`src/rtl/dbg_gate_pkg.sv`:
```
package dbg_gate_pkg;

    typedef enum logic [1:0] {
        ACC_OK   = 2'd0,
        ACC_RAZ  = 2'd1,
        ACC_ERR  = 2'd2,
        ACC_DROP = 2'd3
    } acc_kind_t;

    typedef enum logic {
        ST_IDLE = 1'b0,
        ST_RESP = 1'b1
    } gate_state_t;

    localparam logic [1:0] SZ_WORD  = 2'b10;
    localparam logic [1:0] SZ_DWORD = 2'b11;

    function automatic logic in_span(input logic [15:0] a,
                                     input logic [15:0] lo,
                                     input logic [15:0] hi);
        return (a >= lo) && (a <= hi);
    endfunction

endpackage

```
`src/rtl/dbg_gate_classify.sv`:
```
module dbg_gate_classify
    import dbg_gate_pkg::*;
#(
    parameter int          OFF_W       = 12,
    parameter logic [15:0] DBG_LOCK_HI = 16'h0CFC,
    parameter logic [15:0] PMU_LOCK_HI = 16'h0F00,
    parameter logic [15:0] DBG_EN_A_LO = 16'h0400,
    parameter logic [15:0] DBG_EN_A_HI = 16'h04FC,
    parameter logic [15:0] DBG_EN_B_LO = 16'h0800,
    parameter logic [15:0] DBG_EN_B_HI = 16'h08FC,
    parameter logic [15:0] PMU_EN_A_LO = 16'h0000,
    parameter logic [15:0] PMU_EN_A_HI = 16'h00FC,
    parameter logic [15:0] PMU_EN_B_LO = 16'h0400,
    parameter logic [15:0] PMU_EN_B_HI = 16'h047C
) (
    input  logic             pmu,
    input  logic [OFF_W-1:0] offset,
    input  logic [1:0]       size,
    input  logic             write,
    input  logic             reserved,
    input  logic             pwr_acc,
    input  logic             dbl_lock,
    input  logic             os_lock,
    input  logic             ext_dbg_en,
    input  logic             ext_pmu_en,
    input  logic             dword_ok,
    input  logic             tgt_in_reset,
    output acc_kind_t        kind
);

    localparam logic [15:0] SPAN_BASE = 16'h0000;

    logic [15:0] addr;
    logic        lock_blk;
    logic        lock_hit;
    logic        dbg_en_hit;
    logic        pmu_en_hit;
    logic        size_ok;

    assign addr = 16'(offset);

    always_comb begin
        lock_blk   = !pwr_acc || dbl_lock || os_lock;
        lock_hit   = pmu ? in_span(addr, SPAN_BASE, PMU_LOCK_HI)
                         : in_span(addr, SPAN_BASE, DBG_LOCK_HI);
        dbg_en_hit = !pmu && (in_span(addr, DBG_EN_A_LO, DBG_EN_A_HI) ||
                              in_span(addr, DBG_EN_B_LO, DBG_EN_B_HI));
        pmu_en_hit =  pmu && (in_span(addr, PMU_EN_A_LO, PMU_EN_A_HI) ||
                              in_span(addr, PMU_EN_B_LO, PMU_EN_B_HI));
        size_ok    = (size == SZ_WORD) || ((size == SZ_DWORD) && dword_ok);

        kind = ACC_OK;
        if (reserved) begin
            // layered order: lock/power, then debug enable, then PMU enable
            if (lock_hit && lock_blk)
                kind = ACC_ERR;
            else if (dbg_en_hit && !ext_dbg_en)
                kind = ACC_ERR;
            else if (pmu_en_hit && !ext_pmu_en)
                kind = ACC_ERR;
            else
                kind = ACC_RAZ;
        end else if (!size_ok) begin
            kind = ACC_RAZ;
        end else if (write && tgt_in_reset) begin
            kind = ACC_DROP;
        end
    end

endmodule

```
`src/rtl/dbg_gate_ctrl.sv`:
```
module dbg_gate_ctrl
    import dbg_gate_pkg::*;
#(
    parameter int OFF_W = 12
) (
    input  logic             clk,
    input  logic             rst_n,
    input  logic             req_valid,
    input  logic             req_write,
    input  logic [OFF_W-1:0] req_offset,
    input  acc_kind_t        kind_in,
    input  logic             stat_hit,
    input  logic             hold_in,
    output logic             rsp_ready,
    output logic             rsp_error,
    output logic             rsp_zero,
    output logic             reg_wen,
    output logic [OFF_W-1:0] reg_offset,
    output logic             stat_rd,
    output logic             hold_q
);

    gate_state_t      state_q;
    gate_state_t      state_d;
    acc_kind_t        kind_q;
    logic             wr_q;
    logic             hit_q;
    logic [OFF_W-1:0] off_q;
    logic             accept;

    assign accept     = (state_q == ST_IDLE) && req_valid;
    assign reg_offset = off_q;

    // state register
    always_ff @(posedge clk or negedge rst_n) begin
        if (!rst_n) state_q <= ST_IDLE;
        else        state_q <= state_d;
    end

    // transitions: accept (IDLE->RESP), complete (RESP->IDLE)
    always_comb begin
        state_d = state_q;
        unique case (state_q)
            ST_IDLE: if (req_valid) state_d = ST_RESP;
            ST_RESP: state_d = ST_IDLE;
            default: state_d = ST_IDLE;
        endcase
    end

    // access capture
    always_ff @(posedge clk or negedge rst_n) begin
        if (!rst_n) begin
            kind_q <= ACC_OK;
            wr_q   <= 1'b0;
            hit_q  <= 1'b0;
            off_q  <= '0;
            hold_q <= 1'b0;
        end else if (accept) begin
            kind_q <= kind_in;
            wr_q   <= req_write;
            hit_q  <= stat_hit;
            off_q  <= req_offset;
            hold_q <= hold_in;
        end
    end

    // outputs
    always_comb begin
        rsp_ready = 1'b0;
        rsp_error = 1'b0;
        rsp_zero  = 1'b0;
        reg_wen   = 1'b0;
        stat_rd   = 1'b0;
        unique case (state_q)
            ST_IDLE: ;
            ST_RESP: begin
                rsp_ready = 1'b1;
                rsp_error = (kind_q == ACC_ERR);
                rsp_zero  = (kind_q != ACC_OK);
                reg_wen   = (kind_q == ACC_OK) && wr_q;
                stat_rd   = (kind_q == ACC_OK) && !wr_q && hit_q;
            end
            default: ;
        endcase
    end

    AST_RESP_ONE_CYCLE: assert property (@(posedge clk) disable iff (!rst_n)
        (state_q == ST_RESP) |=> (state_q == ST_IDLE));
    AST_ACCEPT_ANSWERED: assert property (@(posedge clk) disable iff (!rst_n)
        accept |=> rsp_ready);
    AST_WEN_CLEAN: assert property (@(posedge clk) disable iff (!rst_n)
        reg_wen |-> (rsp_ready && !rsp_error && !rsp_zero));
    AST_ERR_ZEROES: assert property (@(posedge clk) disable iff (!rst_n)
        rsp_error |-> (rsp_zero && !reg_wen));

endmodule

```
`src/rtl/dbg_gate_sticky.sv`:
```
module dbg_gate_sticky #(
    parameter int W = 8
) (
    input  logic         clk,
    input  logic         rst_n,
    input  logic [W-1:0] evt,
    input  logic         clr_stb,
    input  logic         hold,
    output logic [W-1:0] value
);

    logic do_clr;
    assign do_clr = clr_stb && !hold;

    for (genvar i = 0; i < W; i++) begin : g_bit
        always_ff @(posedge clk or negedge rst_n) begin
            if (!rst_n) value[i] <= 1'b0;
            else        value[i] <= (value[i] && !do_clr) || evt[i];
        end
    end

    AST_HOLD_KEEPS: assert property (@(posedge clk) disable iff (!rst_n)
        (clr_stb && hold) |=> ((value & $past(value)) == $past(value)));
    AST_READ_CLEARS: assert property (@(posedge clk) disable iff (!rst_n)
        (clr_stb && !hold && (evt == '0)) |=> (value == '0));

endmodule

```
`src/rtl/dbg_access_gate.sv`:
```
module dbg_access_gate
    import dbg_gate_pkg::*;
#(
    parameter int               OFF_W    = 12,
    parameter int               DATA_W   = 32,
    parameter int               STAT_W   = 8,
    parameter logic [OFF_W-1:0] STAT_OFF = 12'h314
) (
    input  logic              clk,
    input  logic              rst_n,
    input  logic              req_valid,
    input  logic              req_write,
    input  logic              req_pmu,
    input  logic [OFF_W-1:0]  req_offset,
    input  logic [1:0]        req_size,
    input  logic              req_reserved,
    input  logic              core_pwr_acc,
    input  logic              dbl_lock,
    input  logic              os_lock,
    input  logic              ext_dbg_en,
    input  logic              ext_pmu_en,
    input  logic              dword_ok,
    input  logic              tgt_in_reset,
    input  logic [STAT_W-1:0] sticky_evt,
    output logic              rsp_ready,
    output logic              rsp_error,
    output logic              rsp_zero,
    output logic [DATA_W-1:0] rsp_rdata,
    output logic              reg_wen,
    output logic [OFF_W-1:0]  reg_offset
);

    localparam int PAD_W = DATA_W - STAT_W;

    acc_kind_t         kind;
    logic              stat_hit;
    logic              hold_in;
    logic              hold_q;
    logic              stat_rd;
    logic [STAT_W-1:0] stat_val;

    assign stat_hit = !req_pmu && (req_offset == STAT_OFF);
    assign hold_in  = core_pwr_acc && dbl_lock;

    dbg_gate_classify #(.OFF_W(OFF_W)) u_classify (
        .pmu          (req_pmu),
        .offset       (req_offset),
        .size         (req_size),
        .write        (req_write),
        .reserved     (req_reserved),
        .pwr_acc      (core_pwr_acc),
        .dbl_lock     (dbl_lock),
        .os_lock      (os_lock),
        .ext_dbg_en   (ext_dbg_en),
        .ext_pmu_en   (ext_pmu_en),
        .dword_ok     (dword_ok),
        .tgt_in_reset (tgt_in_reset),
        .kind         (kind)
    );

    dbg_gate_ctrl #(.OFF_W(OFF_W)) u_ctrl (
        .clk        (clk),
        .rst_n      (rst_n),
        .req_valid  (req_valid),
        .req_write  (req_write),
        .req_offset (req_offset),
        .kind_in    (kind),
        .stat_hit   (stat_hit),
        .hold_in    (hold_in),
        .rsp_ready  (rsp_ready),
        .rsp_error  (rsp_error),
        .rsp_zero   (rsp_zero),
        .reg_wen    (reg_wen),
        .reg_offset (reg_offset),
        .stat_rd    (stat_rd),
        .hold_q     (hold_q)
    );

    dbg_gate_sticky #(.W(STAT_W)) u_sticky (
        .clk     (clk),
        .rst_n   (rst_n),
        .evt     (sticky_evt),
        .clr_stb (stat_rd),
        .hold    (hold_q),
        .value   (stat_val)
    );

    assign rsp_rdata = stat_rd ? {{PAD_W{1'b0}}, stat_val} : '0;

    AST_ERR_NO_DATA: assert property (@(posedge clk) disable iff (!rst_n)
        rsp_error |-> (rsp_rdata == '0));
    AST_ZERO_NO_DATA: assert property (@(posedge clk) disable iff (!rst_n)
        rsp_zero |-> (rsp_rdata == '0));
    AST_DATA_ONLY_READY: assert property (@(posedge clk) disable iff (!rst_n)
        (rsp_rdata != '0) |-> rsp_ready);

endmodule

```
`config.mk`:
```
export PLATFORM = sky130hd
export DESIGN_NAME = dbg_access_gate
export DESIGN_NICKNAME = d
export VERILOG_FILES = /design/src/rtl/dbg_gate_pkg.sv /design/src/rtl/dbg_gate_classify.sv /design/src/rtl/dbg_gate_ctrl.sv /design/src/rtl/dbg_gate_sticky.sv /design/src/rtl/dbg_access_gate.sv
export SDC_FILE = /design/constraint.sdc
export NUM_CORES = 1
export LEC_CHECK = 0
export CAP_MARGIN = 5
export CORE_AREA = 2 2 54 81
export CTS_CLUSTER_DIAMETER = 80
export DETAILED_ROUTE_END_ITERATION = 6
export DIE_AREA = 0 0 56 83
export PLACE_DENSITY = 0.72
export SYNTH_ARGS = -nofsm -noshare
export SYNTH_HDL_FRONTEND = slang
export SYNTH_SLANG_ARGS = --single-unit
```
`constraint.sdc`:
```
create_clock -name clk -period 1.6 [get_ports clk]
set_input_delay 0.4 -clock clk [delete_from_list [all_inputs] [get_ports clk]]
set_output_delay 0.4 -clock clk [all_outputs]
set_load 0.03 [all_outputs]
```
Word-level counts from Yosys, hierarchy flattened
Index checks and enable logic that the tools add are counted.
- flip-flop bits (word level): 26
- input bits: 35
- output and inout bits: 48
- word-level logic and storage cells: 93
- magnitude comparators: 9
- eq/ne operators: 4
- mux-type cells: 15
- bitwise logic cells: 1
- reduce and logical (&&, ||, !) cells: 50
- operator list (operator ; count):
    12-bit <= comparator, second input constant ; 3
    1-bit logical AND ; 28
    12-bit by 11-bit <= comparator with 1-bit output, second input constant ; 2
    1-bit logical OR ; 13
    12-bit by 10-bit equality test with 1-bit output, second input constant ; 1
    12-bit by 1-bit >= comparator with 1-bit output, second input constant ; 1
    12-bit by 11-bit >= comparator with 1-bit output, second input constant ; 1
    12-bit >= comparator, second input constant ; 1
    12-bit by 8-bit <= comparator with 1-bit output, second input constant ; 1
    2-bit two-way mux ; 6
    8-bit two-way mux ; 1
    1-bit zero test ; 7
    1-bit two-way mux ; 7
    2-bit equality test, second input constant ; 3
    2-bit zero test ; 1
    1-bit one-hot mux with 2 select lines ; 1
    2-bit nonzero test ; 1
    1-bit inverter ; 1

Depth between registers and ports, before layout
Gate-level depths: netlist of the first run.
- depth after elaboration: 9
- mapped depth: 7
- mapped depth without buffers: 6

By module
From an unflattened synthesis of the first run, not the netlist that was laid out.
- cells, all modules: 129
- area, all modules: 1477.7 um^2
- by module, submodules not included (module ; instances ; cells an instance ; area each (um^2) ; seq. area each (um^2)):
    dbg_gate_ctrl ; 1 ; 44 ; 745.7 ; 450.4
    dbg_access_gate ; 1 ; 39 ; 285.3 ; 0.0
    dbg_gate_sticky ; 1 ; 18 ; 285.3 ; 200.2
    dbg_gate_classify ; 1 ; 28 ; 161.4 ; 0.0

Worst setup path after synthesis of the first run
OpenSTA, ideal clock, no wires.
- path kind: reg2out
- from: reg u_ctrl.state_q
- to: out rsp_rdata[0]
- data arrival time: 1.266 ns
- required time: 1.200 ns
- setup slack: -0.066 ns
- stages on the path, launching flop included: 4
- path buffers: 1
- path through: dfrtp_1 > and4b_1 > clkbuf_1 > and2_1
- longest elaborated chain between the ends: 2
- ends and longest elaborated chain (what ; RTL line ; source):
    from (decl) ; dbg_gate_ctrl.sv:23 ; gate_state_t state_q;
    from (signal assigned) ; dbg_gate_ctrl.sv:37 ; else state_q <= state_d;
    1-bit two-way mux ; dbg_gate_ctrl.sv:74 ; unique case (state_q)
    8-bit two-way mux ; dbg_access_gate.sv:88 ; assign rsp_rdata = stat_rd ? {{PAD_W{1'b0}}, stat_val} : '0;
    to (decl) ; dbg_access_gate.sv:28 ; output logic [DATA_W-1:0] rsp_rdata,
No other way between the ends.

Worst setup path in the final report of the first run
- from: reg u_ctrl.kind_q[1]
- to: out rsp_rdata[0]
- longest elaborated chain between the ends: 5
- ends and longest elaborated chain (what ; RTL line ; source):
    from (decl) ; dbg_gate_ctrl.sv:25 ; acc_kind_t kind_q;
    from (signal assigned) ; dbg_gate_ctrl.sv:59 ; kind_q <= kind_in;
    2-bit zero test ; dbg_gate_ctrl.sv:81 ; stat_rd = (kind_q == ACC_OK) && !wr_q && hit_q;
    1-bit logical AND (2 in a row) ; dbg_gate_ctrl.sv:81 ;
    1-bit two-way mux ; dbg_gate_ctrl.sv:74 ;
    8-bit two-way mux ; dbg_access_gate.sv:88 ;
No other way between the ends.

==> results of run 1 <==
## timing repair
action                     in CTS  in global routing
pin swaps                      11                  2
gates cloned                    1                  0
buffers inserted                2                  1
gates resized for setup        49                  4
setup endpoints to repair      24                  9
## worst min-delay path by stage
stage / from / endpoint / slack [ns]
floorplan: rst_n / u_ctrl.hit_q / 0.10
global placement: u_ctrl.hold_q / u_ctrl.hold_q / 0.44
global route: u_ctrl.hold_q / u_ctrl.hold_q / 0.49
finish: u_ctrl.hold_q / u_ctrl.hold_q / 0.47
detailed placement: u_ctrl.hold_q / u_ctrl.hold_q / 0.45
CTS: u_ctrl.hold_q / u_ctrl.hold_q / 0.47
## critical path: cells and delay by family (launching register included)
kind	cells	cell delay, ns
simple gates	3	0.59
flops	1	0.39
buf+inv	1	0.12
## Yosys cell counts, drive strengths merged (2+ instances only)
cell,n,share of area
buf,24,0.13
and2,8,0.036
nand4,4,0.018
a21o,8,0.043
clkbuf,5,0.014
dfrtp,26,0.46
nor3,3,0.014
nand2b,4,0.018
nor2b,3,0.013
nor2,6,0.016
nor4,3,0.013
a311oi,2,0.012
nand2,48,0.13
a31oi,2,0.0089
o21ai,2,0.0071
nand3,2,0.0071
## sequential cells by signal (all words and copies together), names as in the netlist
signal / count
u_ctrl.hit_q: 1
u_ctrl.hold_q: 1
u_ctrl.kind_q: 2
u_ctrl.reg_offset: 12
u_ctrl.state_q: 1
u_ctrl.wr_q: 1
u_sticky.value: 8
## layout make-up
type	count	area [µm²]
Clock inverter	1	30.0
Inverter	1	3.75
Sequential cell	26	652
Clock buffer	3	41.3
Multi-Input combinational cell	129	717
Fill cell	391	1690
Tap cell	45	56.3
Timing Repair Buffer	81	731
## metal layers
metal	vias to the layer above	GRT usage	routed length, µm
met1	632	0.185	1440
li1	648	-	-
met2	64	0.298	1970
met3	6	0.0296	243
met4	0	0.0584	61
met5	-	0	0
## power groups by stage
stage / clock network [mW] / registers (mW) / logic (mW)
after global placement: 0 / 0.757 / 0.544
after floorplan: 0 / 0.839 / 0.225
after global routing: 0.583 / 0.755 / 0.569
final: 0.548 / 0.746 / 0.525
after CTS: 0.561 / 0.747 / 0.527
after detailed placement: 0 / 0.757 / 0.550
## cell families after synthesis
group / share of synthesized area
flops: 0.463
xor+xnor: 0.00624
buf+inv: 0.145
compound gates: 0.0962
other cells: 0.00267
simple gates: 0.286
## cells in the final DEF (no fill, tap or decap), types with 2 or more instances in the layout
cell type / n
dfrtp_1: 25
a311oi_2: 2
nand3_1: 2
nor3_1: 2
nand2_1: 48
nor2_1: 5
nor2b_1: 3
and4b_2: 2
dlygate4sd2_1: 26
conb_1: 24
buf_4: 24
clkbuf_8: 3
nand2b_1: 3
a21o_1: 8
nand4_1: 4
and2_4: 5
clkdlybuf4s50_1: 21
and2_2: 3
a31oi_1: 2
buf_6: 10
==> summary.txt, run 1 <==
Timing
  – Final setup violation count: 9
  – RSZ-0062 raised after global routing: yes
  – Fin Clk Skew: ~0.0053 ns
  – Slew Limit Fails: 0
  – Endpoints failing hold: 0
  – Final worst-path cycle share: 1.11
  – Fin Setup TNS: -1.34 ns
  – Max Clock Freq: around 560 MHz
  – Final hold slack: 0.466 ns
  – Final setup margin: -0.182 ns
  – Tmin final: 1.78 ns

Yosys
  – Ys flop type: dfrtp_1
  – Avg Inst Size Synth: 8.72 µm²
  – Post-synthesis cell area: 0.00140 mm²
  – Async S/R FF share, synth: 1.00
  – YS warnings: 0
  – Post-Synthesis Cells: 161
  – Register area share after synthesis: 0.463
  – Synth unique cells: 30
  – Post-synth EDFFs: 0
  – #FFs+latches synth: 26

Setup path
  – Critical Path Source Type: flop
  – CP peak stage delay: 0.39 ns
  – Crit path to: rsp_rdata[0]
  – Critical path class: flop to output port
  – Slowest CP cell: dfrtp_1
  – R2R Path Start: u_ctrl.kind_q[1]
  – Worst setup EP type: output port
  – Launch point of the worst path: u_ctrl.kind_q[1]
  – CP max FO: 5
  – Crit path DAT: 1.38 ns
  – R2R Setup Slk: 0.15 ns
  – Worst r2r path cells: 6
  – Worst reg2reg endpoint: u_sticky.value[7]
  – Critical Path RT: 1.20 ns
  – Worst path cell trace: nor2_2 -> and4b_2 -> and2_2 -> buf_6

Global route
  – First-pass GRT wire length: a little over 6000 µm
  – Pin count of the biggest net entering global routing: 27
  – GR Overflow Total: 0
  – Vias in the first global route: 1354
  – Initial antenna violation count: 0
  – GRT Util Overall: 0.163

Die
  – Site row count: 28
  – Initial Utilization: 0.358
  – CORE AREA: a little under 0.004 mm²
  – Die width: 56 µm
  – Top-Level Pins: 83
  – Die height: 83 µm
  – Die ar.: about 0.0046 mm²

Drt
  – Post-Route WL: 3720 µm
  – Via/cell ratio: 4.72
  – DRT iter0 DRCs: 18
  – Initial DRT Pass Iterations: 5
  – Vias: 1350
  – ANT nets after route: 0
  – DR DRC count: 0
  – Routed wire per std cell: roughly 13 µm

Clock network
  – Clock Path Buffers: 2
  – Worst-path clk slew: 0.10 ns
  – CTS tree: built
  – Hold-fix buffers, CTS: 0
  – Htree depth: 1
  – CTS root buf: clkbuf_8
  – Clock latency on the worst-skew pair: ~0.27 ns
  – Num CTS Buffers: 3
  – Clk sink count: 26

Placed design
  – RePlAce Congestion: 0.840
  – DP Area: 0.00206 mm²
  – IO buf count: 58
  – Placed cells: 278
  – Pre-CTS WS: -0.492 ns
  – Final HPWL DP: 2690 µm

Power
  – Sw Pwr: 0.569 mW
  – Power per cell area: 816 mW/mm²
  – Switching Fraction: 0.313
  – Combinational Power Share: 0.289
  – Sequential share of power: 0.410
  – Clock network fraction of design power: 0.301
  – Max VDD drop: 447 µV
  – Total power: approximately 1.8 mW
  – Internal power of the cells: 1.25 mW
  – Leak: 1.09 nW

Final layout
  – Post-layout instance area: 0.00223 mm²
  – Share of cells above drive strength 1: 0.253
  – Antenna Cells: 0
  – Final nets: about 280
  – Core Util, Final: 0.569
  – Non-Filler Instances: roughly 290
  – Area Overhead vs Synth: 58.9%

Flow run
  – Max-Cap Viols: 0

Run status
  – Status: finished, violations left
  – Failing checks: negative setup slack

Worst hold path
  – Hold Path Depth: 2
  – HP Class: flop to flop
Note: power is estimated with default switching activity, not from simulation.
==> inputs of run 2 (changes only) <==
--- a/config.mk
+++ b/config.mk
@@ -10,6 +10,7 @@
 export CTS_CLUSTER_DIAMETER = 80
 export DETAILED_ROUTE_END_ITERATION = 6
 export DIE_AREA = 0 0 56 83
+export MAX_ROUTING_LAYER = met4
 export PLACE_DENSITY = 0.72
 export SYNTH_ARGS = -nofsm -noshare
 export SYNTH_HDL_FRONTEND = slang
==> summary.txt, run 2 (synthesis results as in run 1) <==
Run status
  – Status: finished, violations left
  – Failing checks: negative setup slack

Drt
  – DRT iter0 DRCs: 13
  – Vias: between 1000 and 1500
  – Post-Route WL: 3720 µm
  – Routed wire per std cell: 13.0 µm
  – Initial DRT Pass Iterations: 5
  – Via/cell ratio: 4.70
  – DR DRC count: 0
  – ANT nets after route: 0

Placed design
  – Final HPWL DP: 2690 µm
  – RePlAce Congestion: 0.853
  – IO buf count: just under 60
  – Pre-CTS WS: -0.492 ns

Timing
  – Final setup margin: -0.184 ns
  – Max Clock Freq: 560 MHz
  – Fin Setup TNS: -1.36 ns
  – Final setup violation count: 9
  – RSZ-0062 raised after global routing: yes
  – Final worst-path cycle share: 1.12
  – Fin Clk Skew: 0.00485 ns
  – Slew Limit Fails: 0
  – Tmin final: about 1.8 ns
  – Endpoints failing hold: 0

Setup path
  – Critical path class: flop to output port
  – Critical Path RT: 1.20 ns
  – Worst reg2reg endpoint: u_sticky.value[7]
  – R2R Path Start: u_ctrl.kind_q[1]
  – Critical Path Source Type: flop
  – CP max FO: 5
  – Worst path cell trace: nor2_2 -> and4b_2 -> and2_2 -> buf_6
  – Worst setup EP type: output port
  – R2R Setup Slk: approximately 0.15 ns
  – Crit path DAT: about 1.4 ns
  – Crit path max-delay family: simple AND/OR/NAND/NOR gates
  – Worst Path Buf+Inv: 1
  – CP peak stage delay: 0.40 ns
  – Worst r2r path cells: 6
  – Slowest CP cell: dfrtp_1

Final layout
  – Max FFs per register: 12
  – Final nets: 277
  – Commonest non-fill, non-tap cell in the layout: nand2_1
  – Area Overhead vs Synth: 58.9%
  – Most frequent cells in the layout: nand2_1 (48), dlygate4sd2_1 (26), dfrtp_1 (25)
  – Share of cells above drive strength 1: 0.253
  – Antenna Cells: 0

Clock network
  – Clock latency on the worst-skew pair: between 0.2 and 0.3 ns
  – CTS tree: built
  – Htree depth: 1
  – Clock Path Buffers: 2
  – CTS root buf: clkbuf_8
  – Clk sink count: 26
  – Hold-fix buffers, CTS: 0
  – Num CTS Buffers: 3
  – Worst-path clk slew: 0.10 ns

Power
  – Leak: roughly 1.1 nW
  – Sequential share of power: 0.410
  – Power per cell area: 816 mW/mm²
  – Combinational Power Share: 0.289
  – Switching Fraction: 0.313
  – Max VDD drop: 446 µV
  – Clock network fraction of design power: 0.301
  – Sw Pwr: 0.569 mW
  – Internal power of the cells: 1.25 mW

Flow run
  – Max-Cap Viols: 0

Die
  – CORE AREA: 0.00392 mm²
  – Die ar.: around 0.0046 mm²
  – Top-Level Pins: 83
  – Die width: about 56 µm
  – Initial Utilization: 0.358
  – Die height: 83 µm
  – Site row count: 28

Global route
  – GR Overflow Total: 0
  – Vias in the first global route: 1358
  – First-pass GRT wire length: 6180 µm
  – Pin count of the biggest net entering global routing: 27
  – GRT Util Overall: 0.168
  – Initial antenna violation count: 0

Worst hold path
  – HP Class: flop to flop
  – Hold Crit Endpoint: u_ctrl.hold_q
  – Hold_sp: u_ctrl.hold_q
  – Hold Path Depth: 2
==> run 2: cell counts in the layout (fill, tap and decap cells not counted) <==
Identical to the previous run, type by type.
==> run 2: per-stage QoR <==
step / area [µm²] / hold slack [ns] / utilization / power (mW) / cells
after floorplan: 1500 / 0.104 / - / 1.06 / 184
final: 2230 / 0.464 / 0.569 / 1.82 / 286
after CTS: 2220 / 0.470 / 0.565 / 1.84 / 285
after global placement: 2060 / 0.442 / 0.525 / 1.30 / 278
after detailed placement: 2060 / 0.448 / 0.525 / 1.31 / 278
after global routing: 2230 / 0.489 / 0.569 / 1.91 / 286
==> run 2: timing repair <==
| action | in CTS | in global routing |
|---|---|---|
| gates cloned | 1 | 0 |
| endpoints found under the setup margin | 24 | 9 |
| pin swaps | 11 | 2 |
| buffers inserted | 2 | 1 |
| gates resized for setup | 49 | 4 |
==> run 2: worst max path at each step <==
stage	start	endpoint	slack [ns]	depth (start not counted)
floorplan	u_ctrl.kind_q[0]	rsp_rdata[0]	0.06	4
CTS	u_ctrl.kind_q[1]	rsp_rdata[0]	-0.20	4
global placement	req_offset[1]	u_ctrl.kind_q[1]	-0.42	6
finish	u_ctrl.kind_q[1]	rsp_rdata[0]	-0.18	4
detailed placement	req_offset[1]	u_ctrl.kind_q[0]	-0.49	6
global route	u_ctrl.kind_q[1]	rsp_rdata[0]	-0.26	4
==> run 2: worst register-to-register path, stage by stage, from the launching register on <==
cell and delay, ns:
dfrtp_1 0.40, nor2_2 0.14, and4b_2 0.28, buf_4 0.12
buf_4 0.10, nand2b_2 0.12, a21o_1 0.21
==> run 2: layout make-up <==
class	instances	area (µm²)
fillers	391	1690
repair buffers	81	731
multi-input cells	129	717
flip-flops and latches	26	652
well taps	45	56.3
clock buffers	3	41.3
clock inverters	1	30.0
inverters	1	3.75
==> run 2: power groups by stage <==
stage | sequential (mW) | combinational [mW] | clock [mW]
2_1_floorplan | 0.839 | 0.225 | 0
3_3_place_gp | 0.757 | 0.544 | 0
3_5_place_dp | 0.757 | 0.550 | 0
4_1_cts | 0.747 | 0.527 | 0.561
5_1_grt | 0.755 | 0.568 | 0.583
6_report | 0.746 | 0.525 | 0.548
==> run 2: layer usage <==
metal,global-route usage,vias to the layer above,share of wire
li1,-,649,-
met1,0.183,622,0.37
met2,0.303,66,0.54
met3,0.0265,6,0.067
met4,0.0584,0,0.016
met5,-,-,0
